[config.mk]
export PLATFORM = sky130hd
export DESIGN_NAME = pwr_seq_ctrl
export DESIGN_NICKNAME = d
export VERILOG_FILES = /design/src/rtl/pwr_seq_pkg.sv /design/src/rtl/pwr_wake_timer.sv /design/src/rtl/pwr_mode_fsm.sv /design/src/rtl/pwr_out_ctrl.sv /design/src/rtl/pwr_seq_ctrl.sv
export SDC_FILE = /design/constraint.sdc
export NUM_CORES = 1
export LEC_CHECK = 0
export BUFFER_PORTS_ARGS = -buffer_cell sky130_fd_sc_hd__buf_2
export CAP_MARGIN = 15
export CORE_AREA = 8 8 58 60
export DETAILED_ROUTE_END_ITERATION = 10
export DIE_AREA = 0 0 66 68
export MAX_ROUTING_LAYER = met4
export PLACE_DENSITY = 0.77
export SLEW_MARGIN = 10
export SYNTH_ARGS = -nofsm -noshare
export SYNTH_HDL_FRONTEND = slang
export SYNTH_SLANG_ARGS = --single-unit
[constraint.sdc]
create_clock -name clk -period 1.8 [get_ports clk]
set_input_delay 0.09 -clock clk [delete_from_list [all_inputs] [get_ports clk]]
set_output_delay 0.09 -clock clk [all_outputs]
set_load 0.05 [all_outputs]
[src/rtl/pwr_seq_pkg.sv]
// Shared types and helpers for the power state sequencer.
// Assumes: 3-bit state code visible to software; codes fixed as listed.
package pwr_seq_pkg;

    typedef enum logic [2:0] {
        PS_RUN   = 3'd0,
        PS_SLOW  = 3'd1,
        PS_DOZE  = 3'd2,
        PS_STBY  = 3'd3,
        PS_SLEEP = 3'd4,
        PS_DEEP  = 3'd5,
        PS_BKUP  = 3'd6,
        PS_WAKE  = 3'd7
    } pwr_state_e;

    localparam logic [1:0] CLK_PLL  = 2'd0;
    localparam logic [1:0] CLK_XTAL = 2'd1;
    localparam logic [1:0] CLK_19M  = 2'd2;
    localparam logic [1:0] CLK_32K  = 2'd3;

    // Permitted software path from a hardware-run state to a target code.
    function automatic logic req_legal(pwr_state_e cur, logic [2:0] tgt);
        logic ok;
        case (cur)
            PS_RUN:  ok = (tgt == PS_RUN) || (tgt == PS_SLOW) || (tgt == PS_STBY);
            PS_STBY: ok = (tgt == PS_RUN) || (tgt == PS_STBY);
            PS_SLOW: ok = (tgt != PS_STBY) && (tgt != PS_WAKE);
            PS_DOZE: ok = (tgt == PS_SLOW) || (tgt == PS_DOZE) || (tgt == PS_SLEEP);
            default: ok = 1'b0;
        endcase
        return ok;
    endfunction

    // States in which the core voltage code may be changed.
    function automatic logic volt_window(pwr_state_e s);
        return (s == PS_SLEEP) || (s == PS_DEEP) || (s == PS_BKUP);
    endfunction

endpackage

[src/rtl/pwr_wake_timer.sv]
// Counts 32 kHz ticks while the sequencer is in WAKE.
// Assumes: in_wake is low for at least one cycle between wake sequences,
// which clears the count; long_sel picks the backup delay.
module pwr_wake_timer #(
    parameter int DEEP_TICKS = 8,
    parameter int BKUP_TICKS = 66
) (
    input  logic clk,
    input  logic rst_n,
    input  logic in_wake,
    input  logic tick,
    input  logic long_sel,
    output logic done,
    output logic settled
);
    localparam int MAX_TICKS = (BKUP_TICKS > DEEP_TICKS) ? BKUP_TICKS : DEEP_TICKS;
    localparam int CNT_W     = $clog2(MAX_TICKS + 1);
    localparam logic [CNT_W-1:0] DEEP_LAST = CNT_W'(DEEP_TICKS - 1);
    localparam logic [CNT_W-1:0] BKUP_LAST = CNT_W'(BKUP_TICKS - 1);

    logic [CNT_W-1:0] cnt_q;
    logic [CNT_W-1:0] last;

    // Tick counter: cleared outside WAKE, advanced on each tick inside it.
    always_ff @(posedge clk) begin
        if (!rst_n || !in_wake) begin
            cnt_q <= '0;
        end else if (tick) begin
            cnt_q <= cnt_q + 1'b1;
        end
    end

    // Terminal count selection and completion flags.
    always_comb begin
        last    = long_sel ? BKUP_LAST : DEEP_LAST;
        done    = in_wake && tick && (cnt_q == last);
        settled = (cnt_q != '0);
    end

    // the core switch may only follow a counted tick.
    assert_settle_after_tick_R9: assert property (@(posedge clk) disable iff (!rst_n)
        $rose(settled) |-> ($past(tick) && $past(in_wake)))
        else $error("settled rose without a tick in WAKE");

endmodule

[src/rtl/pwr_mode_fsm.sv]
// Mode state machine: accepts legal software requests, handles PLL1 relock
// before RUN, and steers wake from sleep, deep-sleep and backup.
// Assumes: wake_evt and timer_done are synchronous single-cycle qualifiers.
module pwr_mode_fsm
    import pwr_seq_pkg::*;
(
    input  logic       clk,
    input  logic       rst_n,
    input  logic       req_valid,
    input  logic [2:0] req_mode,
    input  logic       pll1_lock,
    input  logic       wake_evt,
    input  logic       timer_done,
    output pwr_state_e state_q,
    output logic       relock_q,
    output logic       from_bkup_q,
    output logic       reject_q
);
    pwr_state_e state_d;
    logic       relock_d;
    logic       from_bkup_d;
    logic       reject_d;
    logic       req_ok;

    // Next-state and flag computation.
    always_comb begin
        state_d     = state_q;
        relock_d    = relock_q;
        from_bkup_d = from_bkup_q;
        reject_d    = reject_q;
        req_ok      = req_legal(state_q, req_mode);
        case (state_q)
            PS_SLEEP: begin
                if (wake_evt)  state_d  = PS_SLOW;
                if (req_valid) reject_d = 1'b1;
            end
            PS_DEEP, PS_BKUP: begin
                if (wake_evt) begin
                    state_d     = PS_WAKE;
                    from_bkup_d = (state_q == PS_BKUP);
                end
                if (req_valid) reject_d = 1'b1;
            end
            PS_WAKE: begin
                if (timer_done) state_d  = PS_SLOW;
                if (req_valid)  reject_d = 1'b1;
            end
            default: begin
                if (req_valid) begin
                    reject_d = !req_ok;
                    if (req_ok) begin
                        if ((state_q == PS_SLOW) && (req_mode == 3'(PS_RUN))) begin
                            relock_d = 1'b1;
                        end else begin
                            state_d = pwr_state_e'(req_mode);
                        end
                    end
                end else if (relock_q && pll1_lock) begin
                    state_d = PS_RUN;
                end
            end
        endcase
        if (state_d != PS_SLOW) relock_d = 1'b0;
    end

    // State and flag registers.
    always_ff @(posedge clk) begin
        if (!rst_n) begin
            state_q     <= PS_SLOW;
            relock_q    <= 1'b0;
            from_bkup_q <= 1'b0;
            reject_q    <= 1'b0;
        end else begin
            state_q     <= state_d;
            relock_q    <= relock_d;
            from_bkup_q <= from_bkup_d;
            reject_q    <= reject_d;
        end
    end

    // deep-sleep and backup are entered only from SLOW.
    assert_lowpower_entry_R2: assert property (@(posedge clk) disable iff (!rst_n)
        (((state_q == PS_DEEP) || (state_q == PS_BKUP)) && (state_q != $past(state_q)))
        |-> ($past(state_q) == PS_SLOW))
        else $error("deep/backup entered from wrong state");

    // RUN is reached from SLOW only with PLL1 locked.
    assert_run_needs_lock_R4: assert property (@(posedge clk) disable iff (!rst_n)
        ((state_q == PS_RUN) && ($past(state_q) == PS_SLOW)) |-> $past(pll1_lock))
        else $error("RUN entered without lock");

    // a rejection without a concurrent wake or timer exit keeps the state.
    assert_reject_holds_R3: assert property (@(posedge clk) disable iff (!rst_n)
        ($rose(reject_q) && !$past(wake_evt) && !$past(timer_done)) |-> $stable(state_q))
        else $error("state moved on a rejected request");

    // WAKE ends only on the timer's completion.
    assert_wake_exit_R10: assert property (@(posedge clk) disable iff (!rst_n)
        (($past(state_q) == PS_WAKE) && (state_q != PS_WAKE)) |-> $past(timer_done))
        else $error("WAKE left early");

endmodule

[src/rtl/pwr_out_ctrl.sv]
// Output decode: per-state clock, supply and reset controls, the gated
// core voltage latch and the emergency self-refresh flag.
// Assumes: state is the registered FSM state; relock only set in SLOW.
module pwr_out_ctrl
    import pwr_seq_pkg::*;
#(
    parameter int               VSEL_W    = 2,
    parameter logic [VSEL_W-1:0] VSEL_INIT = VSEL_W'(1)
) (
    input  logic              clk,
    input  logic              rst_n,
    input  pwr_state_e        state,
    input  logic              relock,
    input  logic              settled,
    input  logic              slow_pll_off,
    input  logic              doze_32k,
    input  logic              vsel_wr,
    input  logic [VSEL_W-1:0] vsel_val,
    input  logic              supply_ok,
    input  logic              batt_ok,
    output logic              pll1_bypass,
    output logic              pll1_pd,
    output logic              pll2_pd,
    output logic [1:0]        cpu_clk_sel,
    output logic              cpu_clk_gate,
    output logic              power_en,
    output logic              vdd_sw_en,
    output logic              cpu_rst_n,
    output logic              sdram_sr_req,
    output logic [VSEL_W-1:0] core_vsel
);
    logic              fault_q;
    logic [VSEL_W-1:0] vsel_pend_q;

    // Fault capture and voltage latch: pending code applied only in a window.
    always_ff @(posedge clk) begin
        if (!rst_n) begin
            fault_q     <= 1'b0;
            vsel_pend_q <= VSEL_INIT;
            core_vsel   <= VSEL_INIT;
        end else begin
            fault_q <= !(supply_ok && batt_ok);
            if (vsel_wr) vsel_pend_q <= vsel_val;
            if (volt_window(state)) core_vsel <= vsel_pend_q;
        end
    end

    // Per-state decode of clock, supply and reset controls.
    always_comb begin
        pll1_bypass  = 1'b1;
        pll1_pd      = 1'b1;
        pll2_pd      = 1'b1;
        cpu_clk_sel  = CLK_32K;
        cpu_clk_gate = 1'b1;
        power_en     = 1'b1;
        vdd_sw_en    = 1'b1;
        cpu_rst_n    = 1'b1;
        case (state)
            PS_RUN, PS_STBY: begin
                pll1_bypass  = 1'b0;
                pll1_pd      = 1'b0;
                pll2_pd      = 1'b0;
                cpu_clk_sel  = CLK_PLL;
                cpu_clk_gate = (state == PS_STBY);
            end
            PS_SLOW: begin
                pll1_pd      = slow_pll_off && !relock;
                pll2_pd      = 1'b0;
                cpu_clk_sel  = CLK_XTAL;
                cpu_clk_gate = 1'b0;
            end
            PS_DOZE: begin
                pll1_pd      = slow_pll_off;
                pll2_pd      = 1'b0;
                cpu_clk_sel  = doze_32k ? CLK_32K : CLK_19M;
                cpu_clk_gate = 1'b0;
            end
            PS_SLEEP: begin
            end
            PS_DEEP, PS_BKUP: begin
                power_en  = 1'b0;
                vdd_sw_en = 1'b0;
                cpu_rst_n = 1'b0;
            end
            default: begin
                vdd_sw_en = settled;
                cpu_rst_n = 1'b0;
            end
        endcase
        sdram_sr_req = fault_q || (state == PS_SLEEP) || (state == PS_DEEP);
    end

    // outside the voltage window the applied code does not move.
    assert_vsel_frozen_R6: assert property (@(posedge clk) disable iff (!rst_n)
        (!volt_window(state) && !volt_window($past(state))) |-> $stable(core_vsel))
        else $error("core_vsel changed outside window");

    // a supply or battery fault forces self-refresh next cycle.
    assert_fault_sr_R7: assert property (@(posedge clk) disable iff (!rst_n)
        $past(!(supply_ok && batt_ok)) |-> sdram_sr_req)
        else $error("fault did not force self-refresh");

    // CPU reset is released only when leaving WAKE.
    assert_rst_release_R10: assert property (@(posedge clk) disable iff (!rst_n)
        $rose(cpu_rst_n) |-> ($past(state) == PS_WAKE))
        else $error("reset released outside WAKE exit");

endmodule

[src/rtl/pwr_seq_ctrl.sv]
// Power state sequencing controller top: mode FSM, wake timer, output decode.
// Assumes: all inputs synchronous to clk; tick32k is a one-cycle strobe.
module pwr_seq_ctrl
    import pwr_seq_pkg::*;
#(
    parameter int               DEEP_TICKS = 8,
    parameter int               BKUP_TICKS = 66,
    parameter int               VSEL_W     = 2,
    parameter logic [VSEL_W-1:0] VSEL_INIT  = VSEL_W'(1)
) (
    input  logic              clk,
    input  logic              rst_n,
    input  logic              req_valid,
    input  logic [2:0]        req_mode,
    input  logic              vsel_wr,
    input  logic [VSEL_W-1:0] vsel_val,
    input  logic              slow_pll_off,
    input  logic              doze_32k,
    input  logic              pll1_lock,
    input  logic              supply_ok,
    input  logic              batt_ok,
    input  logic              wake_pin,
    input  logic              rtc_alarm,
    input  logic              tick32k,
    output logic [2:0]        state_o,
    output logic              req_reject,
    output logic              pll1_bypass,
    output logic              pll1_pd,
    output logic              pll2_pd,
    output logic [1:0]        cpu_clk_sel,
    output logic              cpu_clk_gate,
    output logic              power_en,
    output logic              vdd_sw_en,
    output logic              cpu_rst_n,
    output logic              sdram_sr_req,
    output logic [VSEL_W-1:0] core_vsel
);
    pwr_state_e state;
    logic       relock;
    logic       from_bkup;
    logic       timer_done;
    logic       settled;
    logic       wake_evt;

    // Either wake source qualifies a wake.
    assign wake_evt = wake_pin || rtc_alarm;
    assign state_o  = state;

    pwr_mode_fsm u_fsm (
        .clk        (clk),
        .rst_n      (rst_n),
        .req_valid  (req_valid),
        .req_mode   (req_mode),
        .pll1_lock  (pll1_lock),
        .wake_evt   (wake_evt),
        .timer_done (timer_done),
        .state_q    (state),
        .relock_q   (relock),
        .from_bkup_q(from_bkup),
        .reject_q   (req_reject)
    );

    pwr_wake_timer #(
        .DEEP_TICKS(DEEP_TICKS),
        .BKUP_TICKS(BKUP_TICKS)
    ) u_timer (
        .clk     (clk),
        .rst_n   (rst_n),
        .in_wake (state == PS_WAKE),
        .tick    (tick32k),
        .long_sel(from_bkup),
        .done    (timer_done),
        .settled (settled)
    );

    pwr_out_ctrl #(
        .VSEL_W   (VSEL_W),
        .VSEL_INIT(VSEL_INIT)
    ) u_out (
        .clk         (clk),
        .rst_n       (rst_n),
        .state       (state),
        .relock      (relock),
        .settled     (settled),
        .slow_pll_off(slow_pll_off),
        .doze_32k    (doze_32k),
        .vsel_wr     (vsel_wr),
        .vsel_val    (vsel_val),
        .supply_ok   (supply_ok),
        .batt_ok     (batt_ok),
        .pll1_bypass (pll1_bypass),
        .pll1_pd     (pll1_pd),
        .pll2_pd     (pll2_pd),
        .cpu_clk_sel (cpu_clk_sel),
        .cpu_clk_gate(cpu_clk_gate),
        .power_en    (power_en),
        .vdd_sw_en   (vdd_sw_en),
        .cpu_rst_n   (cpu_rst_n),
        .sdram_sr_req(sdram_sr_req),
        .core_vsel   (core_vsel)
    );

endmodule

## Yosys cells after proc, flatten, opt, wreduce, memory -nomap -nowiden

Index checks and enable logic that the tools add are counted.
Widths: inputs -> output; s select.

- Register bits: 18
- Input port bits: 17
- Output and inout bits: 16

- Add/subtract/negate cells: 1
- Eq/ne operators: 15
- Mux-type cells: 22
- Bitwise operators: 2
- Reduce and logical (&&, ||, !) cells: 35

Operators by type and width:

| kind | count |
|---|---|
| $mux 3 | 7 |
| $eq 3x3->1 const B | 5 |
| $eq 3x2->1 const B | 4 |
| $logic_or 1x1->1 | 11 |
| $pmux 3 s3 | 1 |
| $mux 1 | 8 |
| $reduce_or 2->1 | 4 |
| $reduce_or 4->1 | 2 |
| $add 7x1->7 const B | 1 |
| $eq 7x7->1 | 1 |
| $logic_and 1x1->1 | 7 |
| $mux 7 | 1 |
| $reduce_bool 7->1 | 1 |
| $eq 3x1->1 const B | 2 |
| $logic_not 3->1 | 2 |
| $pmux 2 s3 | 1 |
| $logic_not 1->1 | 5 |
| $reduce_or 5->1 | 1 |
| $pmux 1 s2 | 2 |
| $pmux 1 s4 | 1 |
| $reduce_and 4->1 | 1 |
| $ne 3x1->1 const B | 1 |
| $ne 3x2->1 const B | 1 |
| $ne 3x3->1 const B | 1 |
| other kinds (3) | 4 |

## Logic depth before layout (Yosys ltp)

- Depth after elaboration: 9
- Mapped depth: 7
- Gate-level depth less buffers: 5

## Cells and area by module

A second synthesis with hierarchy kept.

- Cell total of the unflattened synthesis: 149
- Area total of the unflattened synthesis: 1223.7 sq um

Modules (own cells, without submodules):

| module | instances | cells each | area an instance (sq um) | seq. area each (sq um) |
|---|---|---|---|---|
| pwr_mode_fsm | 1 | 71 | 546.8 | 120.1 |
| pwr_wake_timer | 1 | 44 | 376.6 | 140.1 |
| pwr_out_ctrl | 1 | 32 | 287.8 | 100.1 |
| pwr_seq_ctrl | 1 | 2 | 12.5 | 0.0 |

## Worst setup path after synthesis

No wires, ideal clock.

- Path kind: register to output
- From: register u_fsm.state_q[0]
- To: output port vdd_sw_en
- Arrival: 2.420 ns
- Data required time: 1.710 ns
- Path slack: -0.710 ns
- Stages on the path, launching flop included: 5
- Path buffers: 2
- Path through: dfxtp_1 > buf_6 > buf_2 > o21ai_0 > or2_2

- Cells in the longest elaborated chain, start to end: 3
- Elaborated cells on any way between the ends: 10
- Those cells by class: eq/ne (6); mux (1); reduce/logical (3)

Ends and longest elaborated chain:

| element | line | RTL |
|---|---|---|
| from (decl) | pwr_mode_fsm.sv:14 | `output pwr_state_e state_q,` |
| from (signal assigned) | pwr_mode_fsm.sv:74 | `state_q <= state_d;` |
| $eq 3x2->1, or another cell as far along | pwr_out_ctrl.sv:58 | `case (state)` |
| $reduce_or 5->1 (no source line) or $reduce_or 2->1 (tied branches) | n/a |  |
| $pmux 1 s2 (*) | pwr_out_ctrl.sv:58 |  |
| to (decl) | pwr_seq_ctrl.sv:33 | `output logic vdd_sw_en,` |

Every way passes the cells marked *; elsewhere a longest branch is shown, timed or not.

## Worst setup path in the final report

- From: register u_fsm.state_q[2]
- To: output port vdd_sw_en

Same word-level chain as after synthesis.

==> out/qor.csv <==
stage,metric,value,unit
job,maxCapViolations,0,
synthesis,synthesis.nets,175,
cells_and_area,nFillCells,246,
synthesis,yosysWarnings,0,
sta,setup_viol,0,
placed_design,dpl.hpwl,2153,µm
cells_and_area,fin_area,0.001443,mm²
synthesis,seq_area_frac_synth,29.18,%
route,drt_iter0_drc,94,
sta,drv_slew,0,
synthesis,synth_edf_count,0,
cts,clkTransAtPathRegs,0.11,ns
cells_and_area,final_nets,205,
synthesis,synthFlopType,dfxtp_1,
cts,numCtsBuffers,3,
route,drt_first_pass_iters,4,
route,vias,1227,
route,antenna_left,0,
cts,cts_tree,done,
placed_design,io_buffers,32,
critical_path,reg2reg_depth,5,
synthesis,synth_cell_types,48,
sta,fin_worst_skew,0.001323,ns
cells_and_area,n_antenna_cell,0,
route,drc,0,
global_routing,grt_max_degree,21,
sta,max_freq,0.5886,GHz
floorplanning,fp.dieW,66,µm
floorplanning,rows,19,
critical_path,cp-endpoint,vdd_sw_en,
synthesis,avgSynthCellArea,7.916,µm²
critical_path,worstSetupEndpointType,output pin,
critical_path,critPathMaxFanout,15,
critical_path,rr_endpoint,u_fsm.relock_q,
route,viasPerCell,5.681,
sta,tightest_slew,0.3438,ns
cts,h-tree-depth,1,
sta,holdWs,0.01316,ns
power,ir_drop,0.5971,mV
cts,clk_latency,0.29,ns
cts,cts_sinks,18,
route,avgRoutedWirePerCell,13.59,µm
floorplanning,dieArea,0.004488,mm²
synthesis,synth-seq-cells,18,
placed_design,placed_area,0.001356,mm²
critical_path,arrival,1.61,ns
global_routing,grt.overflow.total,0,
power,p_leak,0.5893,nW
route,drt_wl_total,2936,µm
critical_path,r2r_start,u_fsm.state_q[0],
critical_path,critPathLaunch,u_fsm.state_q[2],
global_routing,grt_pass1_vias,1115,
sta,fin_crit_sh,94.38,%
power,power.density,740.6,mW/mm²
critical_path,worstPathRequired,1.71,ns
outcome,status,"finished, final reports clean",
cells_and_area,layout_common_cells,"buf_2, nand2_1, dfxtp_1",
critical_path,r2r_slack,0.15,ns
floorplanning,start_util,48.10,%
floorplanning,die_y,68,µm
cells_and_area,final_common_cell,buf_2,
cells_and_area,drive_above_1_share,28.65,%
global_routing,antenna_found_initial,0,
sta,slew_headroom,76.72,%
floorplanning,ios,33,
synthesis,netlist_area,0.001235,mm²
synthesis,synth_async_sr_flop_share,0,%
synthesis,syn_inst,156,
sta,finalCriticalPeriod,1.699,ns
critical_path,crit_type,reg2out,
cts,cts_max_path_buffers,2,
cts,clockRootBuffer,clkbuf_4,
floorplanning,coreArea,0.002567,mm²
hold_path,worstHoldPathType,in2reg,
cells_and_area,area_delta_synth_final,16.82,%
sta,rsz0062_at_grt,false,
power,power,1.068,mW
global_routing,grt_usage,13.22,%
placed_design,gp_congestion,0.8914,
global_routing,grt_pass1_wl,4705,µm
sta,finalHoldViolCount,0,
critical_path,start_kind,register,
## cell usage after synthesis, drive strengths merged, types with 2 or more instances
library cell | n | area share, %
dfxtp | 18 | 29
nand2 | 18 | 5.5
o21ai | 14 | 6.0
a21oi | 9 | 3.6
nor2 | 9 | 2.7
buf | 8 | 6.3
nor2b | 6 | 3.6
clkbuf | 5 | 1.5
nand2b | 5 | 2.5
nand3 | 5 | 2.0
or3 | 5 | 2.6
xor2 | 5 | 3.5
a21boi | 4 | 2.4
inv | 4 | 1.2
nor3 | 4 | 1.6
mux2i | 3 | 2.4
nand4 | 3 | 1.5
nor3b | 3 | 1.8
a311oi | 2 | 1.4
a31oi | 2 | 1.0
ha | 2 | 2.0
nand3b | 2 | 1.2
o31ai | 2 | 1.2
or2 | 2 | 1.0
## cells by family (layout without fill, tap and decap cells)
kind of cell               count (synthesis)  after routing  share of synthesized area (%)
and+or+nand+nor                           65             65                          28.47
AOI/OAI and AO/OA                         44             44                          23.71
DFF                                       18             18                          29.18
buffers and inverters                     17             46                          9.017
xor gates and xnor gates                   6              6                          4.255
adders and majority gates                  3              3                          2.938
muxes                                      3              3                          2.432
## worst max-delay path: stages (launching register included)
cell,delay [ns]
dfxtp_2,0.46
buf_4,0.23
o21ai_1,0.11
or2_2,0.30
clkbuf_4,0.21
## final cells by class
type                    count  area (µm²)  share of cell area (%)
flip-flops and latches     18       369.1                   25.59
well taps                  31       38.79                   2.689
inverters                   4       15.01                   1.041
multi-input cells         121       770.7                   53.43
repair buffers             38       212.7                   14.74
clock buffers               4       36.28                   2.515
## metrics by stage
step | setup TNS [ns] | worst slack [ns] | util (%) | instances
6_report | 0 | 0.1012 | 56.19 | 216
5_1_grt | 0 | 0.009970 | 56.19 | 216
2_1_floorplan | -0.1575 | -0.1575 | - | 156
3_5_place_dp | 0 | 0.1034 | 52.83 | 208
4_1_cts | 0 | 0.03807 | 55.21 | 214
3_3_place_gp | 0 | 0.1595 | 52.83 | 208
## what timing repair did
| item | in CTS | in global routing |
|---|---|---|
| endpoints found under the setup margin | 4 | 2 |
| endpoints found under the hold margin | 1 | 0 |
| setup buffers | 0 | 2 |
| hold buffers | 2 | 0 |
| resized for setup | 2 | 3 |
## power breakdown
part | leakage (nW) | switching (mW) | total (mW) | internal [mW]
logic | 0.420 | 0.243 | 0.367 | 0.124
registers | 0.148 | 0.0329 | 0.448 | 0.415
clock network | 0.0210 | 0.130 | 0.253 | 0.123
## routing by layer
layer	part of all wire (%)	track usage (%)	up-vias
met4	0.85	3.733	0
met1	45	15.21	577
li1	-	-	615
met3	6.6	3.764	4
met2	47	22.05	31
met5	0	-	-
## worst min path at each step
stage                      endpoint  depth (start not counted)   startpoint
6_report       u_out.vsel_pend_q[0]                          3  vsel_val[0]
5_1_grt        u_out.vsel_pend_q[0]                          3  vsel_val[0]
4_1_cts        u_out.vsel_pend_q[0]                          3  vsel_val[0]
3_5_place_dp          u_out.fault_q                          2      batt_ok
3_3_place_gp          u_out.fault_q                          2      batt_ok
2_1_floorplan         u_out.fault_q                          1      batt_ok
## flip-flops by register name, summed over array words and instances (netlist names)
| register | flops |
|---|---|
| u_fsm.from_bkup_q | 1 |
| u_timer.cnt_q | 7 |
| u_fsm.relock_q | 1 |
| u_out.fault_q | 1 |
| u_fsm.state_q | 3 |
| u_out.core_vsel | 2 |
| u_fsm.reject_q | 1 |
| u_out.vsel_pend_q | 2 |
Power figures use the tool's default switching activity.
